File: src/rtl/gpio_out_pkg.sv
package gpio_out_pkg;
  localparam int unsigned ADDR_W = 3;

  typedef enum logic [ADDR_W-1:0] {
    SEL_FULL    = 3'd0,
    SEL_MASK_LO = 3'd1,
    SEL_MASK_HI = 3'd2,
    SEL_DIR     = 3'd3,
    SEL_OUT_EN  = 3'd4
  } reg_sel_e;
endpackage

File: src/rtl/gpio_in_sync.sv
module gpio_in_sync #(
  parameter int unsigned W      = 32,
  parameter int unsigned STAGES = 2
) (
  input  logic         clk_i,
  input  logic         rst_ni,
  input  logic [W-1:0] d_i,
  output logic [W-1:0] q_o
);
  logic [W-1:0] stg_q [STAGES];

  for (genvar s = 0; s < STAGES; s++) begin : g_stage
    always_ff @(posedge clk_i or negedge rst_ni) begin
      if (!rst_ni) stg_q[s] <= '0;
      else if (s == 0) stg_q[s] <= d_i;
      else stg_q[s] <= stg_q[(s == 0) ? 0 : s-1];
    end
  end

  assign q_o = stg_q[STAGES-1];
endmodule

File: src/rtl/gpio_ctrl_reg.sv
module gpio_ctrl_reg #(
  parameter int unsigned W = 32
) (
  input  logic         clk_i,
  input  logic         rst_ni,
  input  logic         we_i,
  input  logic [W-1:0] wdata_i,
  output logic [W-1:0] q_o
);
  always_ff @(posedge clk_i or negedge rst_ni) begin
    if (!rst_ni) q_o <= '0;
    else if (we_i) q_o <= wdata_i;
  end


  ctrl_load_chk: assert property (@(posedge clk_i) disable iff (!rst_ni)
    we_i |=> q_o == $past(wdata_i));

  ctrl_hold_chk: assert property (@(posedge clk_i) disable iff (!rst_ni)
    !we_i |=> $stable(q_o));
endmodule

File: src/rtl/gpio_out_data.sv
module gpio_out_data #(
  parameter int unsigned W = 32
) (
  input  logic         clk_i,
  input  logic         rst_ni,
  input  logic         we_full_i,
  input  logic         we_lo_i,
  input  logic         we_hi_i,
  input  logic [W-1:0] wdata_i,
  output logic [W-1:0] q_o
);
  localparam int unsigned HALF = W / 2;

  logic [1:0]      we_half;
  logic [HALF-1:0] mask_n, bits;
  logic [W-1:0]    nxt;

  assign we_half = {we_hi_i, we_lo_i};
  assign mask_n  = wdata_i[W-1:HALF];
  assign bits    = wdata_i[HALF-1:0];

  for (genvar h = 0; h < 2; h++) begin : g_half
    logic [HALF-1:0] cur;
    assign cur = q_o[h*HALF +: HALF];
    always_comb begin
      if (we_full_i)       nxt[h*HALF +: HALF] = wdata_i[h*HALF +: HALF];
      else if (we_half[h]) nxt[h*HALF +: HALF] = (cur & mask_n) | (bits & ~mask_n);
      else                 nxt[h*HALF +: HALF] = cur;
    end

    // masked pins keep their value
    mask_keep_chk: assert property (@(posedge clk_i) disable iff (!rst_ni)
      (we_half[h] && !we_full_i) |=>
        ((q_o[h*HALF +: HALF] ^ $past(q_o[h*HALF +: HALF])) & $past(mask_n)) == '0);
    // unmasked pins take the data bit
    mask_take_chk: assert property (@(posedge clk_i) disable iff (!rst_ni)
      (we_half[h] && !we_full_i) |=>
        ((q_o[h*HALF +: HALF] ^ $past(bits)) & ~$past(mask_n)) == '0);
    // other half untouched
    half_iso_chk: assert property (@(posedge clk_i) disable iff (!rst_ni)
      (!we_full_i && !we_half[h]) |=> $stable(q_o[h*HALF +: HALF]));
  end

  always_ff @(posedge clk_i or negedge rst_ni) begin
    if (!rst_ni) q_o <= '0;
    else q_o <= nxt;
  end


  full_load_chk: assert property (@(posedge clk_i) disable iff (!rst_ni)
    we_full_i |=> q_o == $past(wdata_i));
endmodule

File: src/rtl/gpio_bank_out.sv
module gpio_bank_out
  import gpio_out_pkg::*;
#(
  parameter int unsigned NUM_PINS    = 32,
  parameter int unsigned SYNC_STAGES = 2
) (
  input  logic                clk_i,
  input  logic                rst_ni,
  input  logic                we_i,
  input  logic [ADDR_W-1:0]   addr_i,
  input  logic [NUM_PINS-1:0] wdata_i,
  output logic [NUM_PINS-1:0] rdata_o,
  input  logic [NUM_PINS-1:0] pad_in_i,
  output logic [NUM_PINS-1:0] pad_out_o,
  output logic [NUM_PINS-1:0] pad_oe_o
);
  localparam int unsigned HALF = NUM_PINS / 2;

  logic [NUM_PINS-1:0] out_q, dir_q, oen_q, pin_sync;
  logic we_full, we_lo, we_hi, we_dir, we_oen;

  assign we_full = we_i && (addr_i == SEL_FULL);
  assign we_lo   = we_i && (addr_i == SEL_MASK_LO);
  assign we_hi   = we_i && (addr_i == SEL_MASK_HI);
  assign we_dir  = we_i && (addr_i == SEL_DIR);
  assign we_oen  = we_i && (addr_i == SEL_OUT_EN);

  gpio_out_data #(.W(NUM_PINS)) u_data (
    .clk_i, .rst_ni,
    .we_full_i (we_full),
    .we_lo_i   (we_lo),
    .we_hi_i   (we_hi),
    .wdata_i,
    .q_o       (out_q)
  );

  gpio_ctrl_reg #(.W(NUM_PINS)) u_dir (
    .clk_i, .rst_ni, .we_i(we_dir), .wdata_i, .q_o(dir_q)
  );

  gpio_ctrl_reg #(.W(NUM_PINS)) u_oen (
    .clk_i, .rst_ni, .we_i(we_oen), .wdata_i, .q_o(oen_q)
  );

  gpio_in_sync #(.W(NUM_PINS), .STAGES(SYNC_STAGES)) u_sync (
    .clk_i, .rst_ni, .d_i(pad_in_i), .q_o(pin_sync)
  );

  always_comb begin
    unique case (addr_i)
      SEL_FULL:    rdata_o = pin_sync;
      SEL_MASK_LO: rdata_o = {{HALF{1'b0}}, out_q[HALF-1:0]};
      SEL_MASK_HI: rdata_o = {{HALF{1'b0}}, out_q[NUM_PINS-1:HALF]};
      SEL_DIR:     rdata_o = dir_q;
      SEL_OUT_EN:  rdata_o = oen_q;
      default:     rdata_o = '0;
    endcase
  end

  assign pad_out_o = out_q;
  assign pad_oe_o  = dir_q & oen_q;


  oe_needs_dir_chk: assert property (@(posedge clk_i) disable iff (!rst_ni)
    (pad_oe_o & ~dir_q) == '0);

  oe_needs_en_chk: assert property (@(posedge clk_i) disable iff (!rst_ni)
    (pad_oe_o & ~oen_q) == '0);

  mask_rd_upper_chk: assert property (@(posedge clk_i) disable iff (!rst_ni)
    (addr_i == SEL_MASK_LO || addr_i == SEL_MASK_HI) |-> rdata_o[NUM_PINS-1:HALF] == '0);

  unmapped_rd_chk: assert property (@(posedge clk_i) disable iff (!rst_ni)
    (addr_i > SEL_OUT_EN) |-> rdata_o == '0);
endmodule

File: config.mk
export PLATFORM = sky130hd
export DESIGN_NAME = gpio_bank_out
export DESIGN_NICKNAME = d
export VERILOG_FILES = /design/src/rtl/gpio_out_pkg.sv /design/src/rtl/gpio_in_sync.sv /design/src/rtl/gpio_ctrl_reg.sv /design/src/rtl/gpio_out_data.sv /design/src/rtl/gpio_bank_out.sv
export SDC_FILE = /design/constraint.sdc
export NUM_CORES = 1
export LEC_CHECK = 0
export ABC_AREA = 1
export BUFFER_PORTS_ARGS = -buffer_cell sky130_fd_sc_hd__buf_2
export CAP_MARGIN = 5
export CELL_PAD_IN_SITES_DETAIL_PLACEMENT = 0
export CELL_PAD_IN_SITES_GLOBAL_PLACEMENT = 2
export CORE_MARGIN = 4
export CORE_UTILIZATION = 30
export CTS_BUF_LIST = sky130_fd_sc_hd__clkbuf_2 sky130_fd_sc_hd__clkbuf_4 sky130_fd_sc_hd__clkbuf_8
export CTS_CLUSTER_SIZE = 24
export DETAILED_ROUTE_END_ITERATION = 7
export PLACE_DENSITY_LB_ADDON = 0.1
export SKIP_LAST_GASP = 1
export SYNTH_ARGS = -nofsm -noshare
export SYNTH_HDL_FRONTEND = slang
export SYNTH_SLANG_ARGS = --single-unit
File: constraint.sdc
create_clock -name clk_i -period 2.05 [get_ports clk_i]
set_input_delay 0.1025 -clock clk_i [delete_from_list [all_inputs] [get_ports clk_i]]
set_output_delay 0.1025 -clock clk_i [all_outputs]
set_load 0.02 [all_outputs]
-- Word-level counts from Yosys, hierarchy flattened
Cells that the tools add are included.
- register bits: 160
- output and inout bits: 96
- equality and inequality tests: 4
- mux-type cells: 5
- bitwise operators: 7
- reduce and logical (&&, ||, !) cells: 8
- operator list (kind ; number):
    32-bit one-hot mux with 5 select lines ; 1
    16-bit 2-to-1 mux ; 4
    16-bit AND ; 3
    32-bit AND ; 1
    16-bit bitwise OR ; 2
    16-bit inverter ; 1
    3-bit by 2-bit == test with 1-bit output (second input constant) ; 2
    1-bit logical AND ; 5
    2-bit nonzero test ; 2
    3-bit by 1-bit == test with 1-bit output (second input constant) ; 1
    3-bit == test (second input constant) ; 1
    3-bit zero test ; 1

-- Longest topological paths before layout
Gate-level depths: netlist of run 1.
- depth in word-level cells: 5
- mapped depth: 9

-- By module
A second synthesis of run 1 with hierarchy kept.
- cell total of the unflattened synthesis: 967
- area, all modules: 7770.0 um^2
- by module, submodules not included (module ; times used ; cells an instance ; area each (um^2)):
    gpio_ctrl_reg ; 2 ; 136 ; 1292.5
    gpio_out_data ; 1 ; 291 ; 1981.9
    gpio_in_sync ; 1 ; 96 ; 1841.8
    gpio_bank_out ; 1 ; 308 ; 1361.3

-- Worst setup path before layout of run 1
OpenSTA, ideal clock, no wires.
- path kind: in2out
- start: input port addr_i[2]
- end: output port rdata_o[16]
- arrival: 1182 ps
- data required time: 1947 ps
- path slack: 766 ps
- stages on the path: 8
- path buffers: 3
- path through: buf_4 inv_2 buf_6 nand2_1 clkinv_1 buf_2 nand2_1 nand3_1
- word-level cells in the longest chain between the ends: 2
- elaborated cells on any way between the ends: 6
- ends and longest elaborated chain (item ; RTL line ; source):
    start: declaration ; gpio_bank_out.sv:10 ; input logic [ADDR_W-1:0] addr_i,
    3-bit == test, or another cell as far along ; gpio_bank_out.sv:50 ; unique case (addr_i)
    32-bit one-hot mux with 5 select lines (*) ; gpio_bank_out.sv:50 ;
    end: declaration ; gpio_bank_out.sv:12 ; output logic [NUM_PINS-1:0] rdata_o,
Mark *: on every way between the ends. The rest lies on a longest branch, timed or not.

-- Worst setup path in the final report of run 1
- start: input port addr_i[1]
- end: output port rdata_o[26]
The elaborated chain is that of the path after synthesis.

==> metrics.txt, run 1 <==
run status=finished clean; maximum number of pins on one net before global-route repair=60; Worst-Margin Slew=about 800 ps; # placed instances=around 1,400; PwrDens=828 nW/µm²; CTS tree=built; CTS sink cnt=between 150 and 200; via count=about 6,600; Final setup viols=0; clk_lat worst skew=about 470 ps; die height=roughly 160 µm; Finished Layout Cells=1,466; Area after DPL=8600 µm²; Setup TNS=0 ps; Final min period=between 1500 and 2000 ps; Internal=5170 µW; Syn Area/Cell=8.22 µm²; RePlAce Congestion=~0.8; Sw Share=between 30% and 40%; Post-Syn Nets=approximately 960; Die Area=27,000 µm²; crit share post-route=~88%; Min Hold Slack=~130 ps; total gr overflow=0; first-pass GRT wire length=roughly 39,000 µm; Starting Density=between 30% and 40%; hold_buf cts=73; WL/cell=17.0 µm; area of the multi-input gates=~2700 µm²; root buffer selected by CTS=clkbuf_8; register area=approximately 4000 µm²; CP Buf/Inv Count=3; number of global-route vias before repair=roughly 6,700; CP cell instances=buf_2 > nor2_2 > nand2_1 > clkinv_1 > nand2_1 > nand3_1 > buf_2; Fmax=about 0.56 GHz; IO Pins=between 150 and 200; IO buf count=~170; ANT cells=0; share of cells above drive strength 1=roughly a quarter; worst vdd ir=a little under 0.4 mV; CP endpoint kind=output pin; type of origin of the critical path=input port; post-synthesis cell type count=23; max_slew headroom=a little under half; critical path's slowest cell=clkinv_1; DP HPWL=roughly 17,000 µm; Rows=56; DR DRC count=0; NetSw=~2900 µW; Yosys reg bits=160; Avg Vias per Cell=around 4.5; Final Cell Area=9750 µm²; Fin. Hold Viols=0; largest fanout on the critical path=18; area grow syn2layout=33.1%; Setup Skew=approximately 8.6 ps; DR iter-0 viols=slightly above 400; Max Slew Vio Count=0; Fillers=2,492; max cap viols=0; Netlist Area Pre-Place=between 7000 and 8000 µm²; post-layout net count=between 1,000 and 1,500; initial antenna violation count=1; number of routed nets with antenna violations=0; Lkg Pwr=roughly 0.0052 µW; Sequential Power Share=between 40% and 50%; Core ar.=about 24,000 µm²; CP arrival=approximately 1700 ps; CP max stage delay=around 620 ps; H-tree Lvls=4; critical path type=in2out; Die Width=164 µm; cell count after synthesis=roughly 900; Clock power frac=between 30% and 40%; Gate power share=a little over a fifth; delay-heaviest family, CP=buffers and inverters; DRT Wirelength=approximately 25,000 µm; clock buffer depth=2; postcts setup bufs=0; Num CTS Buffers=17; Tot GR Track Use=about a fifth; worst hold path class=in2reg; # resized after CTS=0; Clk pin slew, worst setup/hold paths=about 100 ps; Worst Path Required=a little under 2000 ps; register area share after synthesis=a little over half; drt pass-1 iters=5; RSZ-0062 raised after global routing=no; Syn. warnings=0
tightest hold or removal path, cell delays in order:
cell	delay (ps)
buf_2	260
a211oi_1	90
nand2_1	60
nand2_1	40
cell usage in the layout, fill, tap and decap left out, drive strengths merged:
master / instances
nand2: 296
buf: 195
dfrtp: 160
o21ai: 124
inv: 120
dlygate4sd3: 73
nand3: 50
nor2: 50
nand4: 18
clkbuf: 17
a21oi: 16
a211oi: 16
clkinv: 10
nor3: 2
power by group through the flow:
stage | Combinational [µW] | Sequential (µW) | Clock, µW
floorplan | 880 | 4010 | 0
global placement | 1670 | 3950 | 0
detailed placement | 1680 | 3960 | 0
CTS | 1790 | 3900 | 2540
global route | 1970 | 3950 | 2690
finish | 1760 | 3890 | 2420
area by class of cell:
cell class              count  share of cell area, %
flip-flops and latches    160                   41.1
clock buffers              17                   2.40
repair buffers            268                   18.8
clock inverters            15                   1.94
inverters                 115                   4.43
multi-input cells         572                   27.2
well taps                 319                   4.09
per-stage QoR:
stage	total power, µW	setup slack [ps]	utilization [%]
6_report	8070	248	41.1
5_1_grt	8610	83.2	41.1
4_1_cts	8220	196	41.1
2_1_floorplan	4890	766	-
3_3_place_gp	5630	296	36.2
3_5_place_dp	5640	194	36.2
cell usage after synthesis:
| master | number | share of area (%) |
|---|---|---|
| nand2_2 | 2 | 0.17 |
| o21ai_2 | 32 | 3.8 |
| nand2_1 | 293 | 15 |
| a211oi_1 | 16 | 1.6 |
| a21oi_1 | 16 | 1.1 |
| dfrtp_1 | 160 | 55 |
| o21ai_1 | 5 | 0.34 |
| nor3_2 | 1 | 0.14 |
| nor2_1 | 48 | 2.5 |
| buf_2 | 13 | 0.89 |
| inv_1 | 112 | 5.7 |
| buf_6 | 7 | 1.1 |
| nand4_1 | 18 | 1.5 |
| clkinv_1 | 1 | 0.051 |
| nand3_2 | 1 | 0.14 |
| nor3_4 | 1 | 0.22 |
| nand2_4 | 1 | 0.15 |
| clkbuf_1 | 22 | 1.1 |
| buf_4 | 2 | 0.20 |
| nor2_2 | 2 | 0.17 |
| nand3_1 | 49 | 3.3 |
| inv_2 | 2 | 0.10 |
| o21ai_0 | 87 | 5.9 |
per-layer routing:
layer,GRT usage (%),routed length [µm],vias up
li1,-,-,3288
met3,3.76,1250,21
met1,27.1,11800,3152
met2,30.3,11500,185
met5,0,13,-
met4,5.45,463,2
final timing paths:
check,start,end,slack [ps],cells past startpoint
min reg2reg,u_sync.stg_q[49],u_sync.q_o[17],360,0
max in group asynchronous,rst_ni,u_dir.q_o[0],1170,3
max reg2reg,flip-flop,flip-flop,1360,2
min,addr_i[1],flip-flop,130,4
max,addr_i[1],rdata_o[26],250,7
min in group asynchronous,rst_ni,u_sync.stg_q[50],140,2
cell families (layout without fill, tap and decap cells):
| logic type | after synthesis | count (layout) | synth area share [%] |
|---|---|---|---|
| buf+inv | 159 | 415 | 9.19 |
| compound gates | 156 | 156 | 12.8 |
| flops | 160 | 160 | 54.6 |
| simple gates | 416 | 416 | 23.3 |
Power figures use the tool's default switching activity.
==> run 2, diff against run 1 <==
--- a/config.mk
+++ b/config.mk
@@ -11,7 +11,7 @@
 export CELL_PAD_IN_SITES_DETAIL_PLACEMENT = 0
 export CELL_PAD_IN_SITES_GLOBAL_PLACEMENT = 2
 export CORE_MARGIN = 4
-export CORE_UTILIZATION = 30
+export CORE_UTILIZATION = 35
 export CTS_BUF_LIST = sky130_fd_sc_hd__clkbuf_2 sky130_fd_sc_hd__clkbuf_4 sky130_fd_sc_hd__clkbuf_8
 export CTS_CLUSTER_SIZE = 24
 export DETAILED_ROUTE_END_ITERATION = 7
==> metrics.txt, run 2 (same netlist as run 1, synthesis figures left out) <==
run status=finished clean; CTS tree=built; CTS sink cnt=160 (unchanged); # placed instances=1,313 (-3.5%); number of global-route vias before repair=6,818 (+1.4%); IO Pins=166 (unchanged); Lkg Pwr=0.00519 µW (-0.22%); area of the multi-input gates=2650 µm² (-0.19%); r2r worst-path depth=2 (unchanged); DP HPWL=16,000 µm (-6.5%); Worst-Margin Slew=716 ps (-76.2 ps); post-layout util=47.0% (+6.0 points); # resized after CTS=0 (unchanged); via count=6,532 (-1.7%); hold_buf cts=66 (-9.6%); Core ar.=20,400 µm² (-14%); DR iter-0 viols=303 (-26%); drt pass-1 iters=5 (unchanged); PwrDens=831 nW/µm² (+0.36%); die height=153 µm (-7.1%); Fmax=0.571 GHz (+2.9%); Setup Skew=3.47 ps (-5.11 ps); DRT met1 WL=11,000 µm (-6.9%); maximum number of pins on one net before global-route repair=52 (-13%); Clk pin slew, worst setup/hold paths=90 ps (about the same); Num CTS Buffers=17 (unchanged); Fillers=2,123 (-15%); commonest non-fill, non-tap cell in the layout=nand2_1; clk_lat worst skew=440 ps (-30 ps); RePlAce Congestion=0.775 (-0.51%); Worst Path Required=1950 ps (about the same); Finished Layout Cells=1,412 (-3.7%); DRT Wirelength=23,200 µm (-7.2%); overall power=7980 µW (-1.1%); top layer in use=met5; post-layout net count=1,198 (-0.50%); met3 WL=1010 µm (-19%); register area=4000 µm² (unchanged); Max Slew Vio Count=0 (unchanged); Die Area=23,300 µm² (-14%); Tot GR Track Use=20.4% (+1.1 points); commonest cells after routing, fill and taps aside=nand2_1 (293), buf_2 (164), dfrtp_1 (160), inv_1 (112), o21ai_0 (87); DR DRC count=0 (unchanged); Rows=52 (-7.1%); Fin. Hold Viols=0 (unchanged); initial antenna violation count=2 (+1); final worst slack=299 ps (+50.4 ps); Setup TNS=0 ps (unchanged); clock buffer depth=2 (unchanged); max cap viols=0 (unchanged); DP Worst Slack=207 ps (+13.3 ps); share of cells above drive strength 1=23.7% (+0.037 points); worst vdd ir=0.366 mV (-6.2%); CP arrival=1650 ps (-50 ps); type of origin of the critical path=input port; postcts setup bufs=0 (unchanged); worst hold path class=in2async; crit share post-route=85.4% (-2.5 points); first-pass GRT wire length=37,400 µm (-4.4%); max_slew headroom=52.0% (+5.1 points); CP endpoint kind=output pin; number of routed nets with antenna violations=0 (unchanged); IO buf count=165 (unchanged); largest fanout on the critical path=18 (unchanged); RSZ-0062 raised after global routing=no; WL/cell=16.4 µm (-3.6%); Starting Density=35.9% (+5.0 points); total gr overflow=0 (unchanged); root buffer selected by CTS=clkbuf_8; Die Width=153 µm (-7.1%); WL met2=10,900 µm (-4.5%); Final min period=1750 ps (-50.4 ps); critical path type=in2out; H-tree Lvls=4 (unchanged); Avg Vias per Cell=4.63 (+2.0%); area grow syn2layout=31.1%; Final setup viols=0 (unchanged)
-- run 2: cell count changes in the layout (fill, tap and decap cells not counted) --
cell,change
dlygate4sd3_1,-7
clkinv_2,+1
clkinv_8,-5
clkbuf_8,+1
bufinv_16,+1
inv_12,-1
inv_6,+4
buf_12,+1
clkinvlp_4,+1
nor2_2,-2
diode_2,+1
inv_8,-2
nor2_1,+2
-- run 2: power breakdown --
group | switching [µW] | internal, µW | total [µW]
logic | 1100 | 649 | 1740
registers | 312 | 3570 | 3880
clock network | 1320 | 1040 | 2360
total | 2720 | 5260 | 7980
-- run 2: through the flow --
stage / cell area (µm²) / hold WS [ps]
3_5_place_dp: 8550 / 57.4
3_3_place_gp: 8550 / 53.7
2_1_floorplan: 7330 / -193
5_1_grt: 9610 / 154
4_1_cts: 9610 / 113
6_report: 9610 / 138
-- run 2: final timing paths --
| check | start | end | slack (ps) |
|---|---|---|---|
| worst max register to register | flip-flop | flip-flop | 1360 |
| min in group clk_i | addr_i[2] | flip-flop | 140 |
| worst min register to register | u_sync.stg_q[61] | u_sync.q_o[29] | 360 |
| max in group asynchronous | rst_ni | u_sync.stg_q[35] | 1190 |
| worst min-delay path | rst_ni | u_sync.q_o[19] | 140 |
| worst max-delay path | addr_i[2] | rdata_o[12] | 300 |
-- run 2: per-layer routing --
layer	vias to the layer above	global-route usage, %
met3	16	4.15
met2	163	33.7
met4	2	3.86
met1	3062	28.1
li1	3289	-
met5	-	0
-- run 2: critical path, stage by stage --
cell and delay (ps):
buf_2 100, inv_2 100, nand2_1 210, clkinv_1 610, nand2_1 220, nand4_1 120
buf_2 170
-- run 2: layout make-up --
cell class | instances | share of cell area, %
Clock inverter | 14 | 1.52
Tap cell | 270 | 3.52
Inverter | 115 | 4.49
Sequential cell | 160 | 41.7
Clock buffer | 18 | 2.58
Timing Repair Buffer | 262 | 18.6
Antenna cell | 1 | 0.0260
Multi-Input combinational cell | 572 | 27.6
==> run 3, diff against run 2 <==
--- a/config.mk
+++ b/config.mk
@@ -19,4 +19,5 @@
 export SKIP_LAST_GASP = 1
 export SYNTH_ARGS = -nofsm -noshare
 export SYNTH_HDL_FRONTEND = slang
+export SYNTH_HIERARCHICAL = 1
 export SYNTH_SLANG_ARGS = --single-unit
==> metrics.txt, run 3 <==
run status=finished clean; DR iter-0 viols=318 (+5.0%); maximum number of pins on one net before global-route repair=65 (+25%); Synth area leader=dfrtp_1; Fmax=0.588 GHz (+2.9%); Setup TNS=0 ps (unchanged); Post-synth EDFFs=0 (unchanged); Final setup viols=0 (unchanged); FFs w/ async S/R, synth=100% (unchanged); total gr overflow=0 (unchanged); RSZ-0062 raised after global routing=no; IO Pins=166 (unchanged); Worst Path Required=1950 ps (about the same); Tot GR Track Use=19.8% (-0.54 points); post-layout net count=1,229 (+2.6%); first-pass GRT wire length=37,700 µm (+0.79%); type of origin of the critical path=input port; commonest non-fill, non-tap cell in the layout=nand2_1; via count=6,629 (+1.5%); area of the multi-input gates=2780 µm² (+4.7%); register area=4000 µm² (unchanged); Lkg Pwr=0.00545 µW (+5.1%); number of global-route vias before repair=6,608 (-3.1%); RePlAce Congestion=0.772 (-0.34%); CP cell instances=buf_2 > nor2_2 > nand3_1 > nand2_1 > nor2_1 > nand2_1 > buf_2; area grow syn2layout=23.2%; max_slew headroom=36.8% (-15 points); postcts setup bufs=0 (unchanged); number of routed nets with antenna violations=0 (unchanged); Fillers=2,284 (+7.6%); delay-heaviest family, CP=simple AND/OR/NAND/NOR gates; CP max stage delay=750 ps (+140 ps); commonest cells after routing, fill and taps aside=nand2_1 (444), buf_2 (164), dfrtp_1 (160), inv_1 (84), nand3_1 (80); share of cells above drive strength 1=22.0% (-1.6 points); CTS sink cnt=160 (unchanged); Core ar.=21,800 µm² (+6.8%); CP arrival=1600 ps (-50 ps); Avg Vias per Cell=4.57 (-1.3%); DP Worst Slack=301 ps (+93.5 ps); Max Slew Vio Count=0 (unchanged); final worst slack=348 ps (+49.4 ps); clk_lat worst skew=440 ps (about the same); initial antenna violation count=0 (-2); IO buf count=165 (unchanged); clock buffer depth=2 (unchanged); Clk pin slew, worst setup/hold paths=90 ps (about the same); critical path type=in2out; DP HPWL=16,000 µm (about the same); Die Area=24,600 µm² (+5.7%); Die Width=157 µm (+2.8%); top cells by area, synth=dfrtp_1 (52%), nand2_1 (21%), nand3_1 (5.2%), inv_1 (4.1%), buf_4 (3.2%); Fin. Hold Viols=0 (unchanged); Yosys reg bits=160 (unchanged); largest fanout on the critical path=16 (-2); worst vdd ir=0.354 mV (-3.2%); root buffer selected by CTS=clkbuf_8; ANT cells=0 (-1); register area share after synthesis=51.5% (-3.1 points); CTS tree=built; drt pass-1 iters=4 (-1); Num CTS Buffers=17 (unchanged); worst hold path class=in2async; Starting Density=35.6% (-0.27 points); max cap viols=0 (unchanged); Netlist Area Pre-Place=7770 µm² (+6.0%); Syn. warnings=6 (+6); Finished Layout Cells=1,452 (+2.8%); # resized after CTS=0 (unchanged); DR DRC count=0 (unchanged); die height=157 µm (+2.8%); hold_buf cts=65 (-1.5%); top-count cell post-synth=nand2_1; H-tree Lvls=4 (unchanged); post-synth top area share=51.5% (-3.1 points); Setup Skew=5.72 ps (+2.24 ps); Rows=54 (+3.8%); PwrDens=822 nW/µm² (-1.0%); Worst-Margin Slew=947 ps (+231 ps); cell count after synthesis=967 (+8.5%); CP Buf/Inv Count=2 (-2); DRT Wirelength=23,600 µm (+1.7%); critical path's slowest cell=nor2_2; WL/cell=16.2 µm (-1.1%); commonest register cell after synthesis=dfrtp_1; CP endpoint kind=output pin; Final min period=1700 ps (-49.4 ps); # placed instances=1,355 (+3.2%); crit share post-route=83.0% (-2.4 points); Post-synth top cells=nand2_1 (444), dfrtp_1 (160), inv_1 (84); Syn Area/Cell=8.04 µm² (-2.3%); Post-Syn Nets=1,037 (+7.9%); post-synthesis cell type count=26 (+13%); overall power=7870 µW (-1.4%)
## run 3: changes by cell type after synthesis, sizes merged, moves of 24 or more
cell | before | now
buf | 22 | 67
nand3 | 50 | 80
nor2 | 50 | 20
inv | 114 | 90
o21ai | 124 | 16
nand2 | 296 | 465
## run 3: worst reg2reg max path, cell delays in order (launching register included)
cell	delay (ps)
dfrtp_1	440
inv_1	80
nand2_1	50
nand2_1	50
inv_1	30
## run 3: cell type report
cell class | count | area share (%)
multi-input combinational | 636 | 29.0
clock inverter | 14 | 1.31
tap | 280 | 3.66
inverter | 90 | 3.68
sequential | 160 | 41.8
clock buffer | 18 | 2.52
timing repair buffer | 254 | 18.0
## run 3: cell families after synthesis
family	Yosys count	share of synthesized area, %
flops	160	51.5
buf+inv	171	13.0
compound gates	48	3.61
simple gates	588	31.8
## run 3: path summary, 6_finish.rpt
| check | from | endpoint | slack [ps] | depth (start not counted) |
|---|---|---|---|---|
| max | addr_i[2] | rdata_o[14] | 350 | 7 |
| min | rst_ni | u_dir/q_o[4] | 170 | 2 |
| max reg2reg | flip-flop | flip-flop | 1310 | 4 |
| min reg2reg | u_sync/stg_q[40] | u_sync/q_o[8] | 350 | 0 |
| max in group asynchronous | rst_ni | u_dir/q_o[28] | 1230 | 3 |
| min in group clk_i | pad_in_i[5] | u_sync/stg_q[37] | 290 | 2 |
## run 3: where the power goes
part,total (µW),switching [µW],leakage (µW),internal (µW)
registers,3930,352,0.00193,3580
clock network,2200,1300,0.000188,901
logic,1730,1100,0.00333,635
total,7870,2760,0.00545,5120
## run 3: per-layer routing
layer,GRT usage [%],up-vias,part of all wire (%)
met2,31.8,138,46
met5,0,-,0
met1,28.8,3160,50
met4,3.72,0,0.58
met3,3.11,8,3.7
li1,-,3323,-
## run 3: stage by stage
| step | hold slack, ps | util (%) | area (µm²) |
|---|---|---|---|
| 2_1_floorplan | -193 | - | 7770 |
| 3_3_place_gp | 94.3 | 39.2 | 8560 |
| 3_5_place_dp | 90.9 | 39.2 | 8560 |
| 4_1_cts | 155 | 43.9 | 9580 |
| 5_1_grt | 173 | 43.9 | 9580 |
| 6_report | 171 | 43.9 | 9580 |
